`config.mk`:
```
export PLATFORM = sky130hd
export DESIGN_NAME = i2c_stat_flags
export DESIGN_NICKNAME = d
export VERILOG_FILES = /design/src/rtl/i2c_sf_pkg.sv /design/src/rtl/i2c_sf_sync.sv /design/src/rtl/i2c_sf_addr.sv /design/src/rtl/i2c_stat_flags.sv
export SDC_FILE = /design/constraint.sdc
export NUM_CORES = 1
export LEC_CHECK = 0
export ABC_AREA = 0
export ABC_CLOCK_PERIOD_IN_PS = 2780
export BUFFER_PORTS_ARGS = -buffer_cell sky130_fd_sc_hd__buf_2
export CORE_MARGIN = 2
export CORE_UTILIZATION = 47
export CTS_CLUSTER_SIZE = 16
export DETAILED_ROUTE_END_ITERATION = 8
export MAX_ROUTING_LAYER = met4
export PLACE_DENSITY = 0.88
export SYNTH_ARGS = -nofsm -noshare
export SYNTH_HDL_FRONTEND = slang
export SYNTH_HIERARCHICAL = 1
export SYNTH_SLANG_ARGS = --single-unit
```
`constraint.sdc`:
```
create_clock -name clk_i -period 2.78 [get_ports clk_i]
set_input_delay 0.556 -clock clk_i [delete_from_list [all_inputs] [get_ports clk_i]]
set_output_delay 0.556 -clock clk_i [all_outputs]
set_load 0.02 [all_outputs]
```
`src/rtl/i2c_sf_pkg.sv`:
```
package i2c_sf_pkg;
  localparam int ST_W     = 8;
  localparam int B_LAST   = 0;
  localparam int B_GCALL  = 1;
  localparam int B_HIT    = 2;
  localparam int B_ARB    = 3;
  localparam int B_PEND_N = 4;
  localparam int B_BUSY   = 5;
  localparam int B_XMIT   = 6;
  localparam int B_MASTER = 7;
endpackage

```
`src/rtl/i2c_sf_sync.sv`:
```
module i2c_sf_sync #(
  parameter int STAGES = 2
) (
  input  logic clk_i,
  input  logic rst_ni,
  input  logic scl_i,
  input  logic sda_i,
  output logic sda_o,
  output logic scl_rise_o,
  output logic start_o,
  output logic stop_o
);
  logic [STAGES-1:0] scl_ff, sda_ff;
  logic scl_q, sda_q;
  logic scl_s, sda_s;

  always_ff @(posedge clk_i or negedge rst_ni) begin
    if (!rst_ni) begin
      scl_ff <= '1;
      sda_ff <= '1;
      scl_q  <= 1'b1;
      sda_q  <= 1'b1;
    end else begin
      for (int i = STAGES - 1; i > 0; i--) begin
        scl_ff[i] <= scl_ff[i-1];
        sda_ff[i] <= sda_ff[i-1];
      end
      scl_ff[0] <= scl_i;
      sda_ff[0] <= sda_i;
      scl_q     <= scl_s;
      sda_q     <= sda_s;
    end
  end

  assign scl_s      = scl_ff[STAGES-1];
  assign sda_s      = sda_ff[STAGES-1];
  assign sda_o      = sda_s;
  assign scl_rise_o = scl_s & ~scl_q;
  // SDA edge while SCL stays high
  assign start_o    = scl_s & scl_q & sda_q & ~sda_s;
  assign stop_o     = scl_s & scl_q & ~sda_q & sda_s;
endmodule

```
`src/rtl/i2c_sf_addr.sv`:
```
module i2c_sf_addr #(
  parameter int AW = 8
) (
  input  logic [AW-1:0] own_i,
  input  logic [AW-1:0] byte_i,
  input  logic          ten_bit_i,
  output logic          hit_o,
  output logic          gcall_o
);
  logic hit7, hit10;

  assign gcall_o = (byte_i == '0);
  assign hit7    = (byte_i[AW-1:1] == own_i[AW-1:1]) | gcall_o;
  assign hit10   = (byte_i == own_i);
  assign hit_o   = ten_bit_i ? hit10 : hit7;

  always_comb begin
    // a general call always matches in 7-bit mode
    p_gcall_hit_r3: assert (!(gcall_o && !ten_bit_i) || hit_o);
  end
endmodule

```
`src/rtl/i2c_stat_flags.sv`:
```
module i2c_stat_flags
  import i2c_sf_pkg::*;
#(
  parameter int ADDR_W      = 8,
  parameter int SYNC_STAGES = 2
) (
  input  logic              clk_i,
  input  logic              rst_ni,
  input  logic              scl_i,
  input  logic              sda_i,
  input  logic              enable_i,
  input  logic              every_addr_i,
  input  logic              ten_bit_i,
  input  logic [ADDR_W-1:0] own_addr_i,
  input  logic              addr_stb_i,
  input  logic [ADDR_W-1:0] rx_byte_i,
  input  logic              rx_bit_stb_i,
  input  logic              rx_bit_i,
  input  logic              byte_done_i,
  input  logic              drive_high_i,
  input  logic              dsr_wr_i,
  input  logic              stat_wr_i,
  input  logic [ST_W-1:0]   stat_wdata_i,
  input  logic              start_req_i,
  output logic [ST_W-1:0]   status_o,
  output logic              irq_o,
  output logic              scl_hold_o,
  output logic              start_go_o
);
  logic sda_s, scl_rise, start_det, stop_det;
  logic hit, gcall;

  i2c_sf_sync #(.STAGES(SYNC_STAGES)) u_sync (
    .clk_i      (clk_i),
    .rst_ni     (rst_ni),
    .scl_i      (scl_i),
    .sda_i      (sda_i),
    .sda_o      (sda_s),
    .scl_rise_o (scl_rise),
    .start_o    (start_det),
    .stop_o     (stop_det)
  );

  i2c_sf_addr #(.AW(ADDR_W)) u_addr (
    .own_i     (own_addr_i),
    .byte_i    (rx_byte_i),
    .ten_bit_i (ten_bit_i),
    .hit_o     (hit),
    .gcall_o   (gcall)
  );

  logic last_q, gcall_q, hit_q, arb_q, pend_n_q, busy_q, xmit_q, master_q;
  logic pend_d1_q, sel_q, addr_ph_q, go_q;
  logic arb_evt, slv_rel, pend_clr, slv_addr;

  assign slv_addr = addr_stb_i & ~master_q;
  assign arb_evt  = master_q & xmit_q & drive_high_i & scl_rise & ~sda_s;
  // slave: address byte releases on match or every_addr, data bytes only when selected
  assign slv_rel  = addr_ph_q ? (every_addr_i | hit_q) : sel_q;
  assign pend_clr = byte_done_i & (master_q | slv_rel);

  always_ff @(posedge clk_i or negedge rst_ni) begin
    if (!rst_ni) begin
      last_q    <= 1'b0;
      gcall_q   <= 1'b0;
      hit_q     <= 1'b0;
      arb_q     <= 1'b0;
      pend_n_q  <= 1'b1;
      busy_q    <= 1'b0;
      xmit_q    <= 1'b0;
      master_q  <= 1'b0;
      sel_q     <= 1'b0;
      addr_ph_q <= 1'b0;
    end else if (!enable_i) begin
      arb_q     <= 1'b0;
      pend_n_q  <= 1'b1;
      busy_q    <= 1'b0;
      xmit_q    <= 1'b0;
      master_q  <= 1'b0;
      sel_q     <= 1'b0;
      addr_ph_q <= 1'b0;
    end else begin
      if (dsr_wr_i)          last_q <= 1'b0;
      else if (rx_bit_stb_i) last_q <= rx_bit_i;

      if (start_det || stop_det)  gcall_q <= 1'b0;
      else if (slv_addr && gcall) gcall_q <= 1'b1;

      if (dsr_wr_i)             hit_q <= 1'b0;
      else if (slv_addr && hit) hit_q <= 1'b1;

      if (start_det || stop_det) sel_q <= 1'b0;
      else if (slv_addr && hit)  sel_q <= 1'b1;

      if (start_det)        addr_ph_q <= 1'b1;
      else if (byte_done_i) addr_ph_q <= 1'b0;

      if (dsr_wr_i)     arb_q <= 1'b0;
      else if (arb_evt) arb_q <= 1'b1;

      if (arb_evt)        xmit_q <= 1'b0;
      else if (stat_wr_i) xmit_q <= stat_wdata_i[B_XMIT];

      if (byte_done_i && arb_q) master_q <= 1'b0;
      else if (stat_wr_i)       master_q <= stat_wdata_i[B_MASTER];

      if (start_det)                          busy_q <= 1'b1;
      else if (stop_det)                      busy_q <= 1'b0;
      else if (stat_wr_i && master_q && xmit_q) busy_q <= stat_wdata_i[B_BUSY];

      if (dsr_wr_i)       pend_n_q <= 1'b1;
      else if (pend_clr)  pend_n_q <= 1'b0;
      else if (stat_wr_i) pend_n_q <= stat_wdata_i[B_PEND_N];
    end
  end

  always_ff @(posedge clk_i or negedge rst_ni) begin
    if (!rst_ni) begin
      pend_d1_q <= 1'b1;
      go_q      <= 1'b0;
    end else begin
      pend_d1_q <= pend_n_q;
      go_q      <= start_req_i & enable_i & ~busy_q;
    end
  end

  always_comb begin
    status_o           = '0;
    status_o[B_LAST]   = last_q;
    status_o[B_GCALL]  = gcall_q;
    status_o[B_HIT]    = hit_q;
    status_o[B_ARB]    = arb_q;
    status_o[B_PEND_N] = pend_n_q;
    status_o[B_BUSY]   = busy_q;
    status_o[B_XMIT]   = xmit_q;
    status_o[B_MASTER] = master_q;
  end

  assign irq_o      = pend_d1_q & ~pend_n_q;
  assign scl_hold_o = enable_i & ~pend_n_q;
  assign start_go_o = go_q;

  p_irq_once_r6: assert property (@(posedge clk_i) disable iff (!rst_ni)
    irq_o |=> !irq_o);
  p_irq_hold_r7: assert property (@(posedge clk_i) disable iff (!rst_ni)
    (irq_o && enable_i) |-> scl_hold_o);
  p_dsr_rel_r8: assert property (@(posedge clk_i) disable iff (!rst_ni)
    dsr_wr_i |=> pend_n_q);
  p_off_idle_r10: assert property (@(posedge clk_i) disable iff (!rst_ni)
    !enable_i |=> (!busy_q && pend_n_q));
  p_busy_start_r10: assert property (@(posedge clk_i) disable iff (!rst_ni)
    (enable_i && start_det) |=> busy_q);
  p_arb_xmit_r5: assert property (@(posedge clk_i) disable iff (!rst_ni)
    $rose(arb_q) |-> !xmit_q);
  p_go_free_r11: assert property (@(posedge clk_i) disable iff (!rst_ni)
    start_go_o |-> $past(!busy_q));
endmodule

```
==> out/results.env <==
GRT_START_MAX_NET_PINS=19
MET3_LENGTH_UM=172
CTS.CLK_SLEW.WORST_PATHS_NS=0.10
SYNTH-SEQ-AREA-SHARE_PCT=49.5
DR.FIRST_ITER.DRC_COUNT=8
POST_CTS_RESIZE_COUNT=0
DIEWIDTH_UM=48.5
LAYOUT_COMMON_CELLS='45 x buf_2, 10 x dfrtp_1, 8 x dfstp_2'
WORSTPATHARRIVAL_NS=1.91
FMAXACHIEVABLE_MHz=587
CTS.REPAIR_TIMING.SETUP_BUFFER_COUNT=0
SYNTHESIS.AREA_UM2=930
SYNTH.FF_LATCH_COUNT=18
MULTI_INPUT_COMB_AREA_UM2=389
FILLCELLCOUNT=183
MAPPEDNETLISTNETS=124
PLACEMENT.SETUP.WORST_SLACK_NS=0.773
GRT_PASS1_WL_MM=3.10
DRC_VIOLATION_COUNT_AFTER_ROUTING=0
DIEHEIGHT_UM=48.5
GRT_PASS1_VIAS=748
FLOORPLAN.INITIALDENSITY_PCT=48.4
SYNTH_AREA_LEADER_CELL='dfrtp_1'
FINAL_CORE_UTILIZATION_PCT=60.4
MAX_SLEW_MARGIN_PCT=73.6
SYNTH_MUX_AREA_SHARE_PCT=2.29
TIMING.CRITICAL_PATH.REQUIRED_NS=2.98
SYN_AVG_CELL_AREA_UM2=10.9
UNREPAIRED_SETUP_ENDPOINTS_AFTER_GLOBAL_ROUTING='false'
FINALSETUPVIOLATIONS=0
FINAL.SETUP.TNS_NS=0
ALL_LAYER_GLOBAL_ROUTING_USAGE_PCT=17.1
COREAREA_UM2=1920
SYNTH_TOP_FAMILY_BY_AREA='simple AND/OR/NAND/NOR gates'
SYNTH-ADDER-AREA-SHARE_PCT=0
REPORT.FINAL.SLEW_VIOL_COUNT=0
HTREE_LEVELS=1
ENDPOINT_KIND='register'
FINCLKSKEW_NS=0.00273
XOR_XNOR_SHARE_OF_THE_SYNTHESIZED_AREA_PCT=7.54
DETAIL_ROUTE.FIRST_PASS.ITERATIONS=3
WORST_MIN_PATH_CLASS='input pin to asynchronous set/reset pin'
TOTAL_LEAKAGE_POWER_nW=0.576
COUNT_OF_MAPPED_CELLS_OUT_OF_SYNTHESIS=85
CPPEAKSTAGEDELAY_NS=0.57
GRT_ANTENNA_BEFORE_REPAIR=0
BUFFER_PORTS.INSERTED=45
MAX_CAP_VIOLATIONS=0
CTSROOTBUFFERMASTER='clkbuf_4'
WIRELENGTH_MM=1.91
SYNTHSIMPLEGATEAREAFRAC_PCT=19.9
LAYOUT-AREA-OVERHEAD-VS-SYNTH_PCT=24.8
SYNTH_WARNINGS=6
WORST-SLEW-PIN-TRANSITION_NS=0.396
RATIO_OF_FINAL_MINIMUM_PERIOD_TO_CLOCK_PERIOD_PCT=61.3
FLOORPLAN.IO_PINS=50
SYNTH-COMPOUND-AREA-SHARE_PCT=12.1
STATUS='completed'
CRITPATHSLOWESTCELL='or4_1'
CLOCK_BUFFER_COUNT_FROM_CTS=3
TOP_LAYER='met4'
CTS_HOLD_BUFFERS=0
HOLD_VIOL=0
AREA_SHARE_OF_THE_LARGEST_CELL_TYPE_AFTER_SYNTHESIS_PCT=26.9
LARGEST_REGISTERS='u_sync/scl_ff (2), u_sync/sda_ff (2)'
CRIT_FANOUT=2
NUMBER_OF_DIODES=0
DRIVE_ABOVE_1_SHARE_PCT=49.6
PATH_CELLS='buf_2 > or4_1 > nor3_2 > a41o_1 > and3b_1 > nor2_1 > nor4b_2'
CTS_TREE='yes'
CLOCK-SINKS=18
WL_MET1_UM=842
POWER.DENSITY_CELL_AREA_nW_PER_UM2=455
REGAREA_UM2=460
MET2_ROUTED_LENGTH_UM=866
LAYOUT_SETUP_WS_NS=1.08
DP_HPWL_MM=1.44
CRIT_PATH_START_KIND='input pin'
ROUTEDWLPERCELL_UM=12.5
CLK-INSERTION-DELAY-LATE_NS=0.29
PATH_CLASS='input pin to register'
CTSLONGESTPATHBUFFERS=2
WORST_R2R_STARTPOINT='u_sync/scl_ff[1]'
PLACEMENT_ROWS=16
PLACE_CONGESTION=0.766
COMMONEST_NON_FILL_NON_TAP_CELL_IN_THE_LAYOUT='buf_2'
GRT.OVERFLOW.TOTAL=0
POST_DETAILED_ROUTE_VIA_TO_CELL_RATIO=5.09
FINAL_NET_COUNT=165
TOTAL_POWER_mW=0.528
FLOORPLAN.DIE_AREA_UM2=2350
DRT.ANTENNA.VIOLATING_NETS=0
POWER.IR.VDD_WORST_mV=0.240
SYNTH.TOP_CELLS.BY_AREA='dfrtp_1 27%, dfstp_2 23%, buf_4 6.5%'
CRIT_PATH_START='rx_byte_i[0]'
ROUTE.VIAS.TOTAL=774
SYNTH_CELL_TYPE_COUNT=34
FINALWORSTPATHREQUIREDPERIOD_NS=1.70
==> final timing paths <==
check                              endpoint  slack [ns]  cells after the start
setup / recovery                      sel_q        1.08                      7
hold / removal                        arb_q        0.17                      1
setup reg to reg                     xmit_q        1.47                      4
hold reg to reg            u_sync/sda_ff[1]        0.36                      0
max in group asynchronous  u_sync/sda_ff[0]        2.29                      1
min in group clk_i         u_sync/scl_ff[0]        0.35                      1
==> cell type report <==
class / count / area share (%)
flip-flops and latches: 18 / 39.7
repair buffers: 45 / 19.4
well taps: 27 / 2.91
multi-input cells: 54 / 33.5
inverters: 4 / 1.29
clock buffers: 4 / 3.13
==> worst max-delay path: cells and delay by family <==
family,cells,cell delay [ns]
buffers and inverters,1,0.11
AND/OR/NAND/NOR,5,1.14
AO/OA/AOI/OAI,1,0.10
==> synthesized netlist by cell type (all sizes together) <==
cell,number
nor2b,4
a211oi,1
and3b,1
mux2i,1
or4,2
and3,1
and4b,3
o21a,3
o22ai,1
mux2,1
dfrtp,10
nand2,2
a41oi,1
a41o,1
xnor2,2
buf,9
inv,4
nor3,2
a221oi,1
nand4,1
xor2,6
o21ai,4
a21oi,4
or3b,1
nand3,2
a211o,1
or2,1
or2b,1
dfstp,8
nor4b,1
nor2,5
==> logic make-up (layout without fill, tap and decap cells) <==
group	count (synthesis)	after routing
XOR/XNOR	8	8
AND/OR/NAND/NOR	27	27
flip-flops	18	18
buffers and inverters	13	53
multiplexers	2	2
AO/OA/AOI/OAI	17	17
==> per-stage QoR <==
stage               area (um^2)  hold slack (ns)  cells
finish                     1160            0.174    152
global route               1160            0.195    152
CTS                        1160            0.173    152
detailed placement         1120            0.348    148
global placement           1120            0.347    148
floorplan                   930            0.260     85
==> where the power goes <==
part / internal, mW / total (mW) / switching, mW
Clock: 0.0797 / 0.159 / 0.0796
Combinational: 0.0396 / 0.0835 / 0.0438
Sequential: 0.277 / 0.286 / 0.00806
==> layer usage <==
layer | vias to the layer above | track usage (%)
met2 | 34 | 30.3
met1 | 365 | 19.3
met5 | - | -
met3 | 2 | 3.40
met4 | 0 | 5.71
li1 | 373 | -
Power figures use the tool's default switching activity.
